===== src/rtl/slice_pkg.sv =====
package slice_pkg;
  typedef enum logic [2:0] {
    RA_WORK   = 3'd0,
    RA_SPARE  = 3'd1,
    RA_RELOAD = 3'd2,
    RA_COUNT  = 3'd3,
    RA_POS    = 3'd4,
    RA_POSRLD = 3'd5,
    RA_RUN    = 3'd6
  } reg_addr_e;
endpackage


===== src/rtl/slice_sync.sv =====
module slice_sync #(
  parameter int STAGES = 2
) (
  input  logic clk,
  input  logic rst,
  input  logic d,
  output logic q
);
  logic [STAGES-1:0] pipe;

  generate
    for (genvar i = 0; i < STAGES; i++) begin : g_stage
      if (i == 0) begin : g_first
        always_ff @(posedge clk) begin
          if (rst) pipe[0] <= 1'b0;
          else     pipe[0] <= d;
        end
      end else begin : g_next
        always_ff @(posedge clk) begin
          if (rst) pipe[i] <= 1'b0;
          else     pipe[i] <= pipe[i-1];
        end
      end
    end
  endgenerate

  assign q = pipe[STAGES-1];
endmodule


===== src/rtl/slice_rate_gen.sv =====
module slice_rate_gen #(
  parameter int CNT_W = 12
) (
  input  logic             clk,
  input  logic             rst,
  input  logic             run,
  input  logic [CNT_W-1:0] reload,
  input  logic             wr_cnt,
  input  logic [CNT_W-1:0] wr_val,
  output logic [CNT_W-1:0] cnt_q,
  output logic             strobe
);
  assign strobe = run && (cnt_q == '0);

  always_ff @(posedge clk) begin
    if (rst)         cnt_q <= '0;
    else if (wr_cnt) cnt_q <= wr_val;
    else if (strobe) cnt_q <= reload;
    else if (run)    cnt_q <= cnt_q - 1'b1;
  end
endmodule


===== src/rtl/slice_pos_ctr.sv =====
module slice_pos_ctr #(
  parameter int POS_W = 8
) (
  input  logic             clk,
  input  logic             rst,
  input  logic             strobe,
  input  logic             wr_pos,
  input  logic             wr_rld,
  input  logic [POS_W-1:0] wr_val,
  output logic [POS_W-1:0] pos_q,
  output logic [POS_W-1:0] rld_q,
  output logic             wrap,
  output logic             mark
);
  assign wrap = strobe && (pos_q == '0);

  always_ff @(posedge clk) begin
    if (rst)         pos_q <= '0;
    else if (wr_pos) pos_q <= wr_val;
    else if (wrap)   pos_q <= rld_q;
    else if (strobe) pos_q <= pos_q - 1'b1;
  end

  always_ff @(posedge clk) begin
    if (rst)         rld_q <= '0;
    else if (wr_rld) rld_q <= wr_val;
  end

  always_ff @(posedge clk) begin
    if (rst) mark <= 1'b0;
    else     mark <= wrap;
  end
endmodule


===== src/rtl/slice_shift_reg.sv =====
module slice_shift_reg #(
  parameter int DATA_W = 32
) (
  input  logic              clk,
  input  logic              rst,
  input  logic              strobe,
  input  logic              wrap,
  input  logic              sin,
  input  logic              wr_work,
  input  logic              wr_spare,
  input  logic [DATA_W-1:0] wr_val,
  output logic [DATA_W-1:0] work_q,
  output logic [DATA_W-1:0] spare_q
);
  logic [DATA_W-1:0] shifted;
  assign shifted = {sin, work_q[DATA_W-1:1]};

  always_ff @(posedge clk) begin
    if (rst)          work_q <= '0;
    else if (wr_work) work_q <= wr_val;
    else if (wrap)    work_q <= spare_q;
    else if (strobe)  work_q <= shifted;
  end

  always_ff @(posedge clk) begin
    if (rst)           spare_q <= '0;
    else if (wr_spare) spare_q <= wr_val;
    else if (wrap)     spare_q <= shifted;
  end
endmodule


===== src/rtl/shift_slice.sv =====
module shift_slice #(
  parameter int DATA_W      = 32,
  parameter int CNT_W       = 12,
  parameter int POS_W       = 8,
  parameter int SYNC_STAGES = 2
) (
  input  logic              clk,
  input  logic              rst,
  input  logic [2:0]        bus_addr,
  input  logic              bus_wr,
  input  logic [DATA_W-1:0] bus_wdata,
  output logic [DATA_W-1:0] bus_rdata,
  input  logic              ser_in,
  output logic              ser_out,
  output logic              word_mark
);
  import slice_pkg::*;

  localparam int CNT_PAD = DATA_W - CNT_W;
  localparam int POS_PAD = DATA_W - POS_W;

  logic              run_q;
  logic [CNT_W-1:0]  reload_q;
  logic [CNT_W-1:0]  cnt_q;
  logic [POS_W-1:0]  pos_q;
  logic [POS_W-1:0]  posrld_q;
  logic [DATA_W-1:0] work_q;
  logic [DATA_W-1:0] spare_q;
  logic              strobe;
  logic              wrap;
  logic              sin_s;

  logic wr_work, wr_spare, wr_reload, wr_count, wr_pos, wr_posrld, wr_run;
  assign wr_work   = bus_wr && (bus_addr == RA_WORK);
  assign wr_spare  = bus_wr && (bus_addr == RA_SPARE);
  assign wr_reload = bus_wr && (bus_addr == RA_RELOAD);
  assign wr_count  = bus_wr && (bus_addr == RA_COUNT);
  assign wr_pos    = bus_wr && (bus_addr == RA_POS);
  assign wr_posrld = bus_wr && (bus_addr == RA_POSRLD);
  assign wr_run    = bus_wr && (bus_addr == RA_RUN);

  always_ff @(posedge clk) begin
    if (rst) begin
      run_q    <= 1'b0;
      reload_q <= '0;
    end else begin
      if (wr_run)    run_q    <= bus_wdata[0];
      if (wr_reload) reload_q <= bus_wdata[CNT_W-1:0];
    end
  end

  slice_sync #(.STAGES(SYNC_STAGES)) u_sync (
    .clk(clk), .rst(rst), .d(ser_in), .q(sin_s)
  );

  slice_rate_gen #(.CNT_W(CNT_W)) u_rate (
    .clk(clk), .rst(rst), .run(run_q), .reload(reload_q),
    .wr_cnt(wr_count), .wr_val(bus_wdata[CNT_W-1:0]),
    .cnt_q(cnt_q), .strobe(strobe)
  );

  slice_pos_ctr #(.POS_W(POS_W)) u_pos (
    .clk(clk), .rst(rst), .strobe(strobe),
    .wr_pos(wr_pos), .wr_rld(wr_posrld), .wr_val(bus_wdata[POS_W-1:0]),
    .pos_q(pos_q), .rld_q(posrld_q), .wrap(wrap), .mark(word_mark)
  );

  slice_shift_reg #(.DATA_W(DATA_W)) u_shift (
    .clk(clk), .rst(rst), .strobe(strobe), .wrap(wrap), .sin(sin_s),
    .wr_work(wr_work), .wr_spare(wr_spare), .wr_val(bus_wdata),
    .work_q(work_q), .spare_q(spare_q)
  );

  assign ser_out = work_q[0];

  always_ff @(posedge clk) begin
    if (rst) bus_rdata <= '0;
    else begin
      case (bus_addr)
        RA_WORK:   bus_rdata <= work_q;
        RA_SPARE:  bus_rdata <= spare_q;
        RA_RELOAD: bus_rdata <= {{CNT_PAD{1'b0}}, reload_q};
        RA_COUNT:  bus_rdata <= {{CNT_PAD{1'b0}}, cnt_q};
        RA_POS:    bus_rdata <= {{POS_PAD{1'b0}}, pos_q};
        RA_POSRLD: bus_rdata <= {{POS_PAD{1'b0}}, posrld_q};
        RA_RUN:    bus_rdata <= {{(DATA_W-1){1'b0}}, run_q};
        default:   bus_rdata <= '0;
      endcase
    end
  end
endmodule


===== config.mk =====
export PLATFORM = sky130hd
export DESIGN_NAME = shift_slice
export DESIGN_NICKNAME = d
export VERILOG_FILES = /design/src/rtl/slice_pkg.sv /design/src/rtl/slice_sync.sv /design/src/rtl/slice_rate_gen.sv /design/src/rtl/slice_pos_ctr.sv /design/src/rtl/slice_shift_reg.sv /design/src/rtl/shift_slice.sv
export SDC_FILE = /design/constraint.sdc
export NUM_CORES = 1
export LEC_CHECK = 0
export ABC_AREA = 1
export BUFFER_PORTS_ARGS = -buffer_cell sky130_fd_sc_hd__buf_2
export CAP_MARGIN = 20
export CORE_MARGIN = 2
export CORE_UTILIZATION = 60
export CTS_BUF_LIST = sky130_fd_sc_hd__clkbuf_8
export DETAILED_ROUTE_END_ITERATION = 8
export GPL_TIMING_DRIVEN = 0
export PLACE_DENSITY = 0.82
export SYNTH_ARGS = -nofsm -noshare
export SYNTH_HDL_FRONTEND = slang
export SYNTH_SLANG_ARGS = --single-unit

===== constraint.sdc =====
create_clock -name clk -period 2.4 [get_ports clk]
set_clock_uncertainty 0.05 [all_clocks]
set_input_delay 0.48 -clock clk [delete_from_list [all_inputs] [get_ports clk]]
set_output_delay 0.48 -clock clk [all_outputs]
set_load 0.01 [all_outputs]

# Yosys cells after proc, flatten, opt, wreduce, memory -nomap -nowiden
# Index checks and enable logic that the tools add are counted.
[totals]
reg_bits = 140
input_bits = 39
output_inout_bits = 34
word_cells = 47
[classes]
add_sub_neg = 2
n_eq_ne = 6
mux = 12
n_reduce_logical = 16
[ops]
columns = ["operator", "n"]
rows = [
  ["$pmux W32 S7", 1],
  ["$mux W32", 5],
  ["$mux W12", 3],
  ["$mux W8", 3],
  ["$logic_not A12 Y1", 1],
  ["$sub A12 B1 Y12 const B", 1],
  ["$eq A3 B3 Y1 const B", 3],
  ["$logic_and A1 B1 Y1", 9],
  ["$reduce_bool A3 Y1", 3],
  ["$logic_not A8 Y1", 1],
  ["$sub A8 B1 Y8 const B", 1],
  ["$eq A3 B2 Y1 const B", 2],
  ["$eq A3 B1 Y1 const B", 1],
  ["$logic_not A3 Y1", 1],
  ["$reduce_bool A2 Y1", 1],
]

# Longest topological paths before layout
[logic_depth]
ltp_word = 5
mapped_depth = 11
ltp_nobuf = 10

# Cells and area by module
# From an unflattened synthesis, not the netlist that was laid out.
[hier_totals]
hier_cells = 1249
area_unflattened_um2 = 8115.3
[by_module_without_submodules]
columns = ["module", "n_inst", "cells_each", "area_per_inst_um2", "seq_area_each_um2"]
rows = [
  ["slice_shift_reg", 1, 629, 3826.2, 1281.2],
  ["shift_slice", 1, 307, 2162.1, 900.9],
  ["slice_rate_gen", 1, 171, 1072.3, 240.2],
  ["slice_pos_ctr", 1, 136, 999.7, 340.3],
  ["slice_sync", 1, 6, 55.1, 40.0],
]

# Worst setup path after synthesis
# Ideal clock, no wire load.
[synth_path]
path_type = "register -> register"
start = "register u_pos.pos_q[0]"
end = "register u_shift.work_q[10]"
setup_time_ps = 143
arrival_time_ps = 1495
required_ps = 2207
path_slack_ps = 712
path_stages_with_launch = 12
path_buffers = 2
synth_period_minus_slack_ps = 1688
cell_sequence = "dfxtp_1 > inv_1 > ha_1 > nand3_2 > nor2_4 > inv_2 > nor2_2 > buf_4 > buf_6 > nand2_2 > nand3_2 > a21oi_2"
[synth_between]
elab_chain_cells = 4
word_cells_on_any_way = 5
classes_between = "2 x mux; 3 x reduce/logical"
[synth_lines]
columns = ["item", "line", "text"]
rows = [
  ["from (decl)", "slice_pos_ctr.sv:10", "output logic [POS_W-1:0] pos_q,"],
  ["from (signal assigned)", "slice_pos_ctr.sv:19", "else if (wr_pos) pos_q <= wr_val;"],
  ["from (signal assigned)", "slice_pos_ctr.sv:20", "else if (wrap) pos_q <= rld_q;"],
  ["from (signal assigned)", "slice_pos_ctr.sv:21", "else if (strobe) pos_q <= pos_q - 1'b1;"],
  ["$logic_not A8 Y1 (*)", "slice_pos_ctr.sv:15", "assign wrap = strobe && (pos_q == '0);"],
  ["$logic_and A1 B1 Y1 (*)", "slice_pos_ctr.sv:15", ""],
  ["$mux W32", "slice_shift_reg.sv:21", "else if (wrap) work_q <= spare_q;"],
  ["$mux W32", "slice_shift_reg.sv:20", "else if (wr_work) work_q <= wr_val;"],
  ["to (signal assigned)", "slice_shift_reg.sv:20", ""],
  ["to (signal assigned)", "slice_shift_reg.sv:21", ""],
  ["to (signal assigned)", "slice_shift_reg.sv:22", "else if (strobe) work_q <= shifted;"],
  ["to (decl)", "slice_shift_reg.sv:12", "output logic [DATA_W-1:0] work_q,"],
]
# Every way passes the cells marked *; elsewhere a longest branch is shown, timed or not.
# A chain may end at the register's enable or synchronous reset.

# Worst setup path in the final report
[layout_path]
start = "register u_rate.cnt_q[0]"
end = "register u_shift.work_q[12]"
[layout_between]
elab_chain_cells = 5
word_cells_on_any_way = 6
classes_between = "2 x mux; 4 x reduce/logical"
[layout_lines]
columns = ["item", "line", "text"]
rows = [
  ["from (decl)", "slice_rate_gen.sv:10", "output logic [CNT_W-1:0] cnt_q,"],
  ["from (signal assigned)", "slice_rate_gen.sv:17", "else if (wr_cnt) cnt_q <= wr_val;"],
  ["from (signal assigned)", "slice_rate_gen.sv:18", "else if (strobe) cnt_q <= reload;"],
  ["from (signal assigned)", "slice_rate_gen.sv:19", "else if (run) cnt_q <= cnt_q - 1'b1;"],
  ["$logic_not A12 Y1 (*)", "slice_rate_gen.sv:13", "assign strobe = run && (cnt_q == '0);"],
  ["$logic_and A1 B1 Y1 (*)", "slice_rate_gen.sv:13", ""],
  ["$logic_and A1 B1 Y1", "slice_pos_ctr.sv:15", ""],
  ["$mux W32", "slice_shift_reg.sv:21", ""],
  ["$mux W32", "slice_shift_reg.sv:20", ""],
]
# Marks and branches as above.

==> results.toml <==
[worst_setup_path]
cp-end-kind = "flip-flop"
r2r.worst_path.cells = 10
critPathRequiredTime_ps = 2670
worstPathMaxFanout = 10
critPathKind = "flip-flop to flip-flop"
cp.arrival_ps = 2310
slowest_delay_ps = 320
timing.critical_path.to = "u_shift.work_q[12]$_SDFFE_PP0P_"
path_cells = "inv_1 -> ha_1 -> nand2_1 -> nor2_2 -> nand2_1 -> nand2_1 -> buf_2 -> o22ai_1 -> inv_1 -> a21oi_2"
startpoint_type = "flip-flop"
slowest_stage = "dfxtp_1"
reg2reg_slack_ps = 360
cp_common_cell = "nand2_1"
reg2reg_to = "u_shift.work_q[12]$_SDFFE_PP0P_"
crit_path_start = "u_rate.cnt_q[0]$_SDFFE_PP0P_"
r2r-start = "u_rate.cnt_q[0]$_SDFFE_PP0P_"

[power]
switching_power_mw = 1.51
p_leak_nw = 3.51
p_per_area_mw_per_mm2 = 607
power_frac_seq_pct = 47.1
pwr-share-clk_pct = 38.0
swShare_pct = 29.2
intPower_mw = 3.66
totalPowerFinal_mw = 5.16
irDropWorstVdd_mv = 0.470
combPwrFrac_pct = 14.9

[layout]
antenna_cells = 0
nets = 1208
final_common_cell = "nand2_1"
final_cells = 1347
drive_above_1_share_pct = 20.8
final_cell_mix = "nand2_1, inv_1, dfxtp_1, nor2_1, a21oi_1"
syn_to_final_growth_pct = 12.8
utilization_pct = 70.2

[global_routing]
grt_pass1_wl_mm = 34.6
grt_max_degree = 17
antenna_found_initial = 0
first_global_vias = 7049
gr-usage-met1_pct = 42.4
grt.overflow.total = 0
grtUsageMet2_pct = 54.8
grt_use_total_pct = 33.2
grt.busiest_layer = "met2"
grtUsageMet3_pct = 6.75

[clock_tree]
cts_tree = "done"
root_buffer = "clkbuf_8"
post-cts-setup-buffers = 0
clk_latency_ps = 470
cts_hold_buffers = 0
cts.clk_slew.worst_paths_ps = 80
clock_path_buffers = 2
cts_buffers = 17
cts.sinks = 140
htreeDepth = 4
cts_resized = 0

[synthesis]
synth_edf_count = 0
synth_top_family_by_area = "simple AND/OR/NAND/NOR gates"
yosys.area_share.adder_pct = 0.498
synthCells = 1078
syn_nets = 1120
synth.cell_area_mm2 = 0.00754
synth_compound_area_share_pct = 21.5
syn_avg_cell_area_um2 = 6.99
yosys.area_share.simple_pct = 26.3
ys_seq_elements = 140
synthMuxAreaShare_pct = 0
yosysUniqueCellTypes = 37
ys_seq_area_share_pct = 37.2
synth_xor_area_share_pct = 0.465
synth_ff_type = "dfxtp_1"
ys_warn_count = 0
synthArstFlopShare_pct = 0

[floorplan]
start_util_pct = 62.2
die_w_um = 116
fp.dieH_um = 116
core_area_mm2 = 0.0121
num_rows = 40
num_io_pins = 73
die_area_mm2 = 0.0135

[placed_design]
dp_cells = 1315
port_buffers = 69
dp_hpwl_mm = 15.4
gp_congestion = 0.963

[sta]
fin_crit_sh_pct = 85.1
timing.setup.tns_ps = 0
rsz0062_at_grt = "no"
max_slew.worst_pin.slew_ps = 761
finalSetupViolations = 0
hold_viol = 0
finalCriticalPeriod_ps = 2040
fmax_ghz = 0.490
timing.slew.headroom_pct = 49.2
slew_viol_final = 0

[drt]
drt_pass1_iterations = 8
remaining_drc_errors = 0
viasPerCell = 5.65
ant_nets = 0
routedWlPerCell_um = 16.1
vias = 7605
totalWireLength_mm = 21.7
drt_iter0_drc = 928

[job]
max_cap_viol_count = 0

[status]
status = "finished, final reports clean"

[min_path]
hold_class = "primary input to flip-flop"
## area by class of cell
class,instances,area (um2)
Multi-Input combinational cell,683,3670
Fill cell,1041,3610
Inverter,194,736
Timing Repair Buffer,69,345
Buffer,61,325
Clock inverter,11,118
Sequential cell,140,2800
Clock buffer,21,289
Tap cell,168,210
## synth_stat cells, drive strengths merged, types with 8 or more instances
cell type,count,area share (%)
a21oi,142,11
nor2,134,7.7
o21ai,21,1.4
clkinv,11,0.55
dfxtp,140,37
nor3,10,0.73
clkbuf,23,1.1
nand3,62,6.4
o22ai,64,5.3
buf,38,3.2
a211oi,20,2.0
inv,183,9.2
o211ai,8,0.80
nand2,202,11
## routing by layer
layer | up-vias | routed length, um
li1 | 3649 | -
met1 | 3505 | 8890
met2 | 389 | 10300
met3 | 62 | 1820
met4 | 0 | 659
met5 | - | 0
## worst min-delay path by stage
stage / startpoint / endpoint / slack [ps] / cells past startpoint
after global routing: ser_in / u_sync.pipe[0]$_SDFF_PP0_ / 200 / 3
final: ser_in / u_sync.pipe[0]$_SDFF_PP0_ / 180 / 3
after floorplan: u_sync.pipe[0]$_SDFF_PP0_ / u_sync.q$_SDFF_PP0_ / 340 / 2
after detailed placement: u_sync.pipe[0]$_SDFF_PP0_ / u_sync.q$_SDFF_PP0_ / 350 / 2
after global placement: u_sync.pipe[0]$_SDFF_PP0_ / u_sync.q$_SDFF_PP0_ / 340 / 2
after CTS: ser_in / u_sync.pipe[0]$_SDFF_PP0_ / 170 / 3
## through the flow
step / setup WS (ps) / cell area, um2 / hold slack, ps
6_report: 358 / 8500 / 184
4_1_cts: 378 / 8500 / 166
3_3_place_gp: 357 / 8090 / 344
2_1_floorplan: 712 / 7540 / 338
3_5_place_dp: 365 / 8090 / 349
5_1_grt: 194 / 8500 / 197
## cell families after synthesis
family / Yosys count
buffers and inverters: 255
AO/OA/AOI/OAI: 263
XOR/XNOR: 4
AND/OR/NAND/NOR: 413
flip-flops: 140
adder cells (fa/ha/maj): 3
## critical path: cells and delay by family, from the launching register on
kind / cells / cell delay (ps)
compound gates: 2 / 160
fa+ha+maj: 1 / 200
buf+inv: 3 / 520
flops: 1 / 320
simple gates: 4 / 670
## sequential cells by signal (all words and copies together) (netlist names), 8 cells and up
register         cells
u_rate.cnt_q        12
u_pos.rld_q          8
bus_rdata           32
u_pos.pos_q          8
reload_q            12
u_shift.spare_q     32
u_shift.work_q      32
## power by group through the flow
stage | registers (mW) | logic, mW | clock network (mW)
6_report | 2.43 | 0.769 | 1.96
5_1_grt | 2.44 | 0.843 | 2.07
4_1_cts | 2.43 | 0.755 | 1.98
3_5_place_dp | 2.48 | 0.749 | 0
3_3_place_gp | 2.48 | 0.742 | 0
2_1_floorplan | 2.47 | 0.550 | 0
(Power assumes the default switching activity.)
